$ cat config.mk
export PLATFORM = sky130hd
export DESIGN_NAME = pwm8_duty_timer
export DESIGN_NICKNAME = d
export VERILOG_FILES = /design/src/rtl/pwm8_pkg.sv /design/src/rtl/pwm8_count_unit.sv /design/src/rtl/pwm8_duty_buf.sv /design/src/rtl/pwm8_out_stage.sv /design/src/rtl/pwm8_duty_timer.sv
export SDC_FILE = /design/constraint.sdc
export NUM_CORES = 1
export LEC_CHECK = 0
export ABC_AREA = 1
export CAP_MARGIN = 20
export CORE_AREA = 10 10 81 83
export CTS_BUF_LIST = sky130_fd_sc_hd__clkbuf_2
export DETAILED_ROUTE_END_ITERATION = 8
export DIE_AREA = 0 0 91 93
export DONT_BUFFER_PORTS = 1
export PLACE_DENSITY_LB_ADDON = 0.15
export SETUP_SLACK_MARGIN = 0.05
export SYNTH_ARGS = -nofsm -noshare
export SYNTH_HDL_FRONTEND = slang
export SYNTH_SLANG_ARGS = --single-unit
$ cat constraint.sdc
create_clock -name clk -period 1.26 [get_ports clk]
set_input_delay 0.126 -clock clk [delete_from_list [all_inputs] [get_ports clk]]
set_output_delay 0.126 -clock clk [all_outputs]
set_load 0.03 [all_outputs]
$ cat src/rtl/pwm8_pkg.sv
package pwm8_pkg;
  localparam int unsigned PWM8_CW_DEF  = 8;
  localparam int unsigned PWM8_GAP_DEF = 3;

  typedef struct packed {
    logic period_hit;
    logic duty_hit;
  } pwm8_hit_t;
endpackage

$ cat src/rtl/pwm8_count_unit.sv
module pwm8_count_unit
  import pwm8_pkg::*;
#(
  parameter int unsigned CW = PWM8_CW_DEF
) (
  input  logic          clk,
  input  logic          rst_n,
  input  logic          tick,
  input  logic          run,
  input  logic [CW-1:0] period,
  input  logic [CW-1:0] duty,
  output logic [CW-1:0] count,
  output logic          step,
  output pwm8_hit_t     hit
);
  logic          armed_q, armed_d;
  logic [CW-1:0] cnt_q, cnt_d;

  always_comb begin
    hit.period_hit = (cnt_q == period);
    hit.duty_hit   = (cnt_q == duty);
    step           = run & armed_q & tick;
  end

  always_comb begin
    armed_d = armed_q;
    cnt_d   = cnt_q;
    if (!run) begin
      armed_d = 1'b0;
      cnt_d   = '0;
    end else if (tick) begin
      if (!armed_q) begin
        armed_d = 1'b1;
      end else if (hit.period_hit) begin
        cnt_d = '0;
      end else begin
        cnt_d = cnt_q + 1'b1;
      end
    end
  end

  always_ff @(posedge clk or negedge rst_n) begin
    if (!rst_n) begin
      armed_q <= 1'b0;
      cnt_q   <= '0;
    end else begin
      armed_q <= armed_d;
      cnt_q   <= cnt_d;
    end
  end

  assign count = cnt_q;
endmodule

$ cat src/rtl/pwm8_duty_buf.sv
module pwm8_duty_buf
  import pwm8_pkg::*;
#(
  parameter int unsigned CW  = PWM8_CW_DEF,
  parameter int unsigned GAP = PWM8_GAP_DEF
) (
  input  logic          clk,
  input  logic          rst_n,
  input  logic          run,
  input  logic          step,
  input  logic          duty_hit,
  input  logic          wr_en,
  input  logic [CW-1:0] wr_data,
  output logic [CW-1:0] duty_act
);
  localparam int unsigned AW = $clog2(GAP + 1);
  localparam logic [AW-1:0] AGE_OK  = AW'(GAP - 1);
  localparam logic [AW-1:0] AGE_TOP = {AW{1'b1}};

  logic [CW-1:0] act_q, act_d;
  logic [CW-1:0] hold_q, hold_d;
  logic          pend_q, pend_d;
  logic [AW-1:0] age_q, age_d;

  always_comb begin
    act_d  = act_q;
    hold_d = hold_q;
    pend_d = pend_q;
    age_d  = age_q;
    if (wr_en) begin
      hold_d = wr_data;
      if (run) begin
        pend_d = 1'b1;
        age_d  = '0;
      end else begin
        act_d  = wr_data;
        pend_d = 1'b0;
      end
    end else if (step) begin
      if (age_q != AGE_TOP) begin
        age_d = age_q + 1'b1;
      end
      if (duty_hit && pend_q && (age_q >= AGE_OK)) begin
        act_d  = hold_q;
        pend_d = 1'b0;
      end
    end
  end

  always_ff @(posedge clk or negedge rst_n) begin
    if (!rst_n) begin
      act_q  <= '0;
      hold_q <= '0;
      pend_q <= 1'b0;
      age_q  <= '0;
    end else begin
      act_q  <= act_d;
      hold_q <= hold_d;
      pend_q <= pend_d;
      age_q  <= age_d;
    end
  end

  assign duty_act = act_q;
endmodule

$ cat src/rtl/pwm8_out_stage.sv
module pwm8_out_stage
  import pwm8_pkg::*;
(
  input  logic      clk,
  input  logic      rst_n,
  input  logic      run,
  input  logic      step,
  input  pwm8_hit_t hit,
  input  logic      inv_pol,
  output logic      pwm_out,
  output logic      irq
);
  logic lvl_q, lvl_d;
  logic irq_q, irq_d;

  always_comb begin
    lvl_d = lvl_q;
    irq_d = 1'b0;
    if (!run) begin
      lvl_d = 1'b0;
    end else if (step) begin
      if (hit.period_hit) begin
        lvl_d = 1'b1;
        irq_d = 1'b1;
      end else if (hit.duty_hit) begin
        lvl_d = 1'b0;
      end
    end
  end

  always_ff @(posedge clk or negedge rst_n) begin
    if (!rst_n) begin
      lvl_q <= 1'b0;
      irq_q <= 1'b0;
    end else begin
      lvl_q <= lvl_d;
      irq_q <= irq_d;
    end
  end

  assign pwm_out = lvl_q ^ inv_pol;
  assign irq     = irq_q;
endmodule

$ cat src/rtl/pwm8_duty_timer.sv
module pwm8_duty_timer
  import pwm8_pkg::*;
#(
  parameter int unsigned CW  = PWM8_CW_DEF,
  parameter int unsigned GAP = PWM8_GAP_DEF
) (
  input  logic          clk,
  input  logic          rst_n,
  input  logic          cnt_tick,
  input  logic          run_en,
  input  logic          inv_pol,
  input  logic          period_we,
  input  logic [CW-1:0] period_wdata,
  input  logic          duty_we,
  input  logic [CW-1:0] duty_wdata,
  output logic          pwm_out,
  output logic          match_irq,
  output logic [CW-1:0] count_val
);
  logic [1:0]    rsync_q;
  logic          rst_s;
  logic [CW-1:0] per_q, per_d;
  logic [CW-1:0] duty_act;
  logic          step;
  pwm8_hit_t     hit;

  always_ff @(posedge clk or negedge rst_n) begin
    if (!rst_n) rsync_q <= 2'b00;
    else        rsync_q <= {rsync_q[0], 1'b1};
  end
  assign rst_s = rsync_q[1];

  always_comb begin
    per_d = per_q;
    if (period_we) per_d = period_wdata;
  end

  always_ff @(posedge clk or negedge rst_s) begin
    if (!rst_s) per_q <= '0;
    else        per_q <= per_d;
  end

  pwm8_count_unit #(.CW(CW)) u_cnt (
    .clk    (clk),
    .rst_n  (rst_s),
    .tick   (cnt_tick),
    .run    (run_en),
    .period (per_q),
    .duty   (duty_act),
    .count  (count_val),
    .step   (step),
    .hit    (hit)
  );

  pwm8_duty_buf #(.CW(CW), .GAP(GAP)) u_duty (
    .clk      (clk),
    .rst_n    (rst_s),
    .run      (run_en),
    .step     (step),
    .duty_hit (hit.duty_hit),
    .wr_en    (duty_we),
    .wr_data  (duty_wdata),
    .duty_act (duty_act)
  );

  pwm8_out_stage u_out (
    .clk     (clk),
    .rst_n   (rst_s),
    .run     (run_en),
    .step    (step),
    .hit     (hit),
    .inv_pol (inv_pol),
    .pwm_out (pwm_out),
    .irq     (match_irq)
  );
endmodule

; Word-level counts from Yosys, hierarchy flattened
; Cells that the tools add are included.
[classes]
add_sub_neg = 2
order_cmp = 1
n_bitwise = 3
eq_ne = 9
n_reduce_logical = 10
muxes = 25
[op_table]
columns = cell, count
row1 = two-way mux 8 bit, 8
row2 = equality test 8 bit, 2
row3 = two-way mux 1 bit, 13
row4 = adder 8 x 1 -> 8 bit (second input constant), 1
row5 = two-way mux 2 bit, 4
row6 = != test 2 bit (second input constant), 4
row7 = AND reduction 2 bit, 3
row8 = AND reduction 3 bit, 2
row9 = nonzero test 2 bit, 3
row10 = != test 2 x 1 -> 1 bit (second input constant), 2
row11 = != test 3 x 1 -> 1 bit (second input constant), 1
row12 = adder 2 x 1 -> 2 bit (second input constant), 1
row13 = bitwise AND 1 bit, 2
row14 = greater-or-equal comparator 2 bit (second input constant), 1
row15 = logical AND 1 bit, 2
row16 = bitwise XOR 1 bit, 1
[word_totals]
ff_bits = 40
output_inout_bits = 10

; Longest topological paths before layout
[depth]
ltp_word = 6
mapped_depth = 10

; Modules after synthesis
; A second synthesis with hierarchy kept.
[unflattened]
hier_cells = 260
hier_area_um2 = 2070.7
[by_module_without_submodules]
columns = module, cells_each, seq_area_each_um2, area_each_um2, instances
row1 = pwm8_count_unit, 127, 225.2, 823.3, 1
row2 = pwm8_duty_buf, 86, 475.5, 800.8, 1
row3 = pwm8_duty_timer, 37, 250.2, 359.1, 1
row4 = pwm8_out_stage, 10, 50.0, 87.6, 1

; Worst setup path before layout
; OpenSTA, ideal clock, no wires.
[synth_timing]
path_kind = flip-flop to flip-flop
startpoint = register u_cnt.cnt_q[2] (netlist: u_cnt.count[2])
endpoint = register u_duty.act_q[0] (netlist: u_duty.duty_act[0])
required_time_ps = 1144
path_slack_ps = -232
path_stages_with_launch = 10
period_less_slack_ps = 1492
arrival_time_ps = 1375
path_buffers = 1
path_cell_list = dfrtp_1 > buf_2 > xnor2_1 > nand2_1 > nor2_4 > nand3_2 > nand2_4 > nand2_4 > nand2_1 > nand2_1
[synth_between]
elab_chain_len = 5
[synth_rtl]
columns = item, line_no
row1 = from (decl), pwm8_count_unit.sv:17  ; logic [CW-1:0] cnt_q, cnt_d;
row2 = from (signal assigned), pwm8_count_unit.sv:48  ; cnt_q <= cnt_d;
row3 = equality test 8 bit, pwm8_count_unit.sv:21  ; hit.duty_hit = (cnt_q == duty);
row4 = logical AND 1 bit (2 in a row), pwm8_duty_buf.sv:43  ; if (duty_hit && pend_q && (age_q >= AGE_OK)) begin
row5 = nonzero test 2 bit (no source line), -
row6 = AND reduction 3 bit (no source line), -
row7 = to (signal assigned), pwm8_duty_buf.sv:57  ; act_q <= act_d;
row8 = to (decl), pwm8_duty_buf.sv:20  ; logic [CW-1:0] act_q, act_d;
; No other way between the ends.
; A chain may end at the register's enable or synchronous reset.

; Worst setup path after layout
[layout_timing]
startpoint = register u_duty.age_q[0]
endpoint = register u_duty.act_q[4] (netlist: u_duty.duty_act[4])
[layout_between]
elab_chain_len = 4
[layout_rtl]
columns = item, line_no
row1 = from (decl), pwm8_duty_buf.sv:23  ; logic [AW-1:0] age_q, age_d;
row2 = from (signal assigned), pwm8_duty_buf.sv:60  ; age_q <= age_d;
row3 = greater-or-equal comparator 2 bit, pwm8_duty_buf.sv:43
row4 = logical AND 1 bit, pwm8_duty_buf.sv:43
row5 = nonzero test 2 bit (no source line), -
row6 = AND reduction 3 bit (no source line), -
; No other way between the ends.

==> summary.md <==
| Metric | Value |
|---|---|
| Final Max Tran Viols | 0 |
| Drt drc | 0 |
| GR Util met2 | 0.196 |
| CTS buffer count | 5 |
| Setup TNS | -2700 ps |
| Yosys warning total | 0 |
| H-tree Lvls | 2 |
| CTS tree | built |
| Max incr delay on CP | between 400 and 500 ps |
| CP max FO | 8 |
| Clk slew on worst S/H paths | roughly 220 ps |
| Vias | 1799 |
| Setup CP Type | flop to flop |
| FF+latch count, synth | 40 |
| # port buffers | 0 |
| Tot GR Track Use | 0.120 |
| Grt met3 use | 0.0376 |
| Worst setup SP type | flop |
| Number of global-route vias before repair | around 1.8k |
| Avg Cell Area, Syn | 8.39 µm² |
| Share of the synthesized area in the top cell type | 0.514 |
| Layout cells sized above 1 | 0.407 |
| DR vias/cell | 4.53 |
| P_leak | between 1 and 1.5 nW |
| Sequential share of power | 0.537 |
| # diodes | 0 |
| First-pass GRT wire length | slightly above 8000 µm |
| Final nets | 353 |
| Most frequent cells in the layout | nand2_1, buf_4, dfrtp_1 |
| Routed length per placed instance | roughly 13 µm |
| Pre-antenna DRT Iters | 4 |
| RD Place Congestion | 0.805 |
| Count of cell types in the netlist | 25 |
| Area Overhead vs Synth | 59.6% |
| WL final | 5130 µm |
| Worst Slack Setup Final | -179 ps |
| Clock network power share | 0.190 |
| Clk Latency, worst-skew pair | 410 ps |
| Place WS | -181 ps |
| Final core utilization | 0.620 |
| Failing checks | negative setup slack |
| Initial antenna violation count | 0 |
| Largest net degree at the start of global routing | 39 |
| Clock Skews | 37.7 ps |
| Met1 GRT Util | 0.146 |
| Status | complete, but fails checks |
| FP Rows | 26 |
| Detail Placement HPWL | 3260 µm |
| Clk sink count | 40 |
| Post-DRT Antenna Nets | 0 |
| Synthesized area | 1950 µm² |
| Top post-synthesis cells by area | dfrtp_1, nand2_1, inv_1 |
| Finished Cell Area | between 3000 and 4000 µm² |
| CTS root buffer | clkbuf_2 |
| # IOs | 33 |
| Seq/Total Area, Yosys | 0.514 |
| Layout Cells excl Fill | 397 |
| Final Setup Violations | 25 |
| Grt ovf | 0 |
| Int Power | between 1.5 and 2 mW |
| Syn nets | 258 |
| CP required | 1570 ps |
| Post-Syn Instances | 232 |
| Worst hold path type | input pin to flop |
| Peak Freq | 695 MHz |
| Cell taking the most area after synthesis | dfrtp_1 |
| Most common cell after layout, fill and taps aside | nand2_1 |
| PwrDens | 891 nW/µm² |
| Logic pwr share | 0.273 |
| Clock Path Buffers | 2 |
| Die Width | slightly above 90 µm |
| Final Hold Viols | 0 |
| Most Crowded Layer GR | met2 |
| Core area | between 5000 and 6000 µm² |
| Minimum clock period after layout | ~1400 ps |
| Worst path slowest cell | dfrtp_1 |
| Most common cell on crit path | nand2_1 |
| Sw power | 0.838 mW |
| Die Y | 93 µm |
| Crit path DAT | roughly 1800 ps |
| 1st-iter DRT viols | 70 |
| Initial Util | 0.389 |
| Worst IR Drop VDD | 0.524 mV |
| Die ar. | around 8500 µm² |
| CP endpoint kind | flop |
| CP cell instances | inv_2, ha_4, o21ai_2, nor2_2, nand3_4, nand2_4, nand2_8, nand2_1, nand2_1 |
| Max Cap Viol | 0 |
| Tcrit/Tclk final | 1.14 |
| DP Area | 2380 µm² |
| Inst Count DP | 339 |
| RSZ-0062 raised after global routing | true |
| Net Sw Frac | 0.303 |
synth_stat cells, drive strengths merged:
library cell  count
xnor2             6
nor3              2
conb              1
nand3            15
inv              27
buf               3
nand2            90
o22ai             6
o21ai            14
dfrtp            40
mux2              1
ha                3
nor2             10
xor2              6
clkbuf            3
nand4             5
area by class of cell:
class | instances | area (µm²)
multi-input combinational | 160 | 1010
timing repair buffer | 93 | 865
fill | 449 | 1900
inverter | 27 | 101
clock buffer | 5 | 25.0
sequential | 40 | 1010
clock inverter | 2 | 7.51
tap | 70 | 87.6
logic make-up (layout without fill, tap and decap cells):
group                      count (synthesis)  in the layout  share of synthesized area
buffers and inverters                     33            127                     0.0688
and+or+nand+nor                          122            123                      0.281
other                                      1              1                    0.00193
muxes                                      1              1                    0.00578
xor gates and xnor gates                  12             12                     0.0540
adders and majority gates                  3              3                     0.0193
DFF                                       40             40                      0.514
AOI/OAI and AO/OA                         20             20                     0.0553
power groups by stage:
| stage | Clock [mW] | Sequential (mW) | Combinational [mW] |
|---|---|---|---|
| final | 0.527 | 1.49 | 0.755 |
| after global placement | 0 | 1.49 | 0.456 |
| after global routing | 0.604 | 1.50 | 0.833 |
| after CTS | 0.548 | 1.47 | 0.626 |
| after detailed placement | 0 | 1.49 | 0.454 |
| after floorplan | 0 | 1.50 | 0.275 |
routing by layer:
layer / vias up / share of wire
li1: 916 / -
met1: 845 / 0.45
met2: 31 / 0.49
met3: 7 / 0.046
met4: 0 / 0.014
met5: - / 0
state kept, by name, summed over array words and instances, names as in the netlist:
register	count
per_q	8
rsync_q	2
u_cnt.armed_q	1
u_cnt.count	8
u_duty.age_q	2
u_duty.duty_act	8
u_duty.hold_q	8
u_duty.pend_q	1
u_out.irq	1
u_out.lvl_q	1
critical path, delay by kind of cell (launching register included):
family | cells | cell delay (ps)
AOI/OAI and AO/OA | 1 | 60
DFF | 1 | 450
adders and majority gates | 1 | 120
and+or+nand+nor | 6 | 630
buffers and inverters | 1 | 80
path summary, 6_finish.rpt:
path	startpoint	to	slack [ps]	cells after the start
worst min register to register	rsync_q[1]	u_duty.duty_act[0]	210	1
worst max-delay path	u_duty.age_q[0]	u_duty.duty_act[4]	-180	9
worst max register to register	u_duty.age_q[0]	u_duty.duty_act[4]	-180	9
worst min-delay path	run_en	u_duty.age_q[0]	50	4
max in group asynchronous	rst_n	rsync_q[1]	660	2
min in group asynchronous	rsync_q[1]	u_duty.duty_act[0]	210	1
what timing repair did:
item	in CTS	in global routing
resized for setup	27	37
cloned	1	0
setup buffers	10	10
endpoints found under the setup margin	28	33
pin swaps	19	18
hold buffers	32	2
endpoints found under the hold margin	33	3
through the flow:
step / total power [mW] / hold WS [ps]
after floorplan: 1.77 / -170
after global placement: 1.95 / -170
after detailed placement: 1.95 / -170
after CTS: 2.65 / -98.3
after global routing: 2.94 / 64.1
final: 2.77 / 52.9
Note: power is estimated with default switching activity, not from simulation.
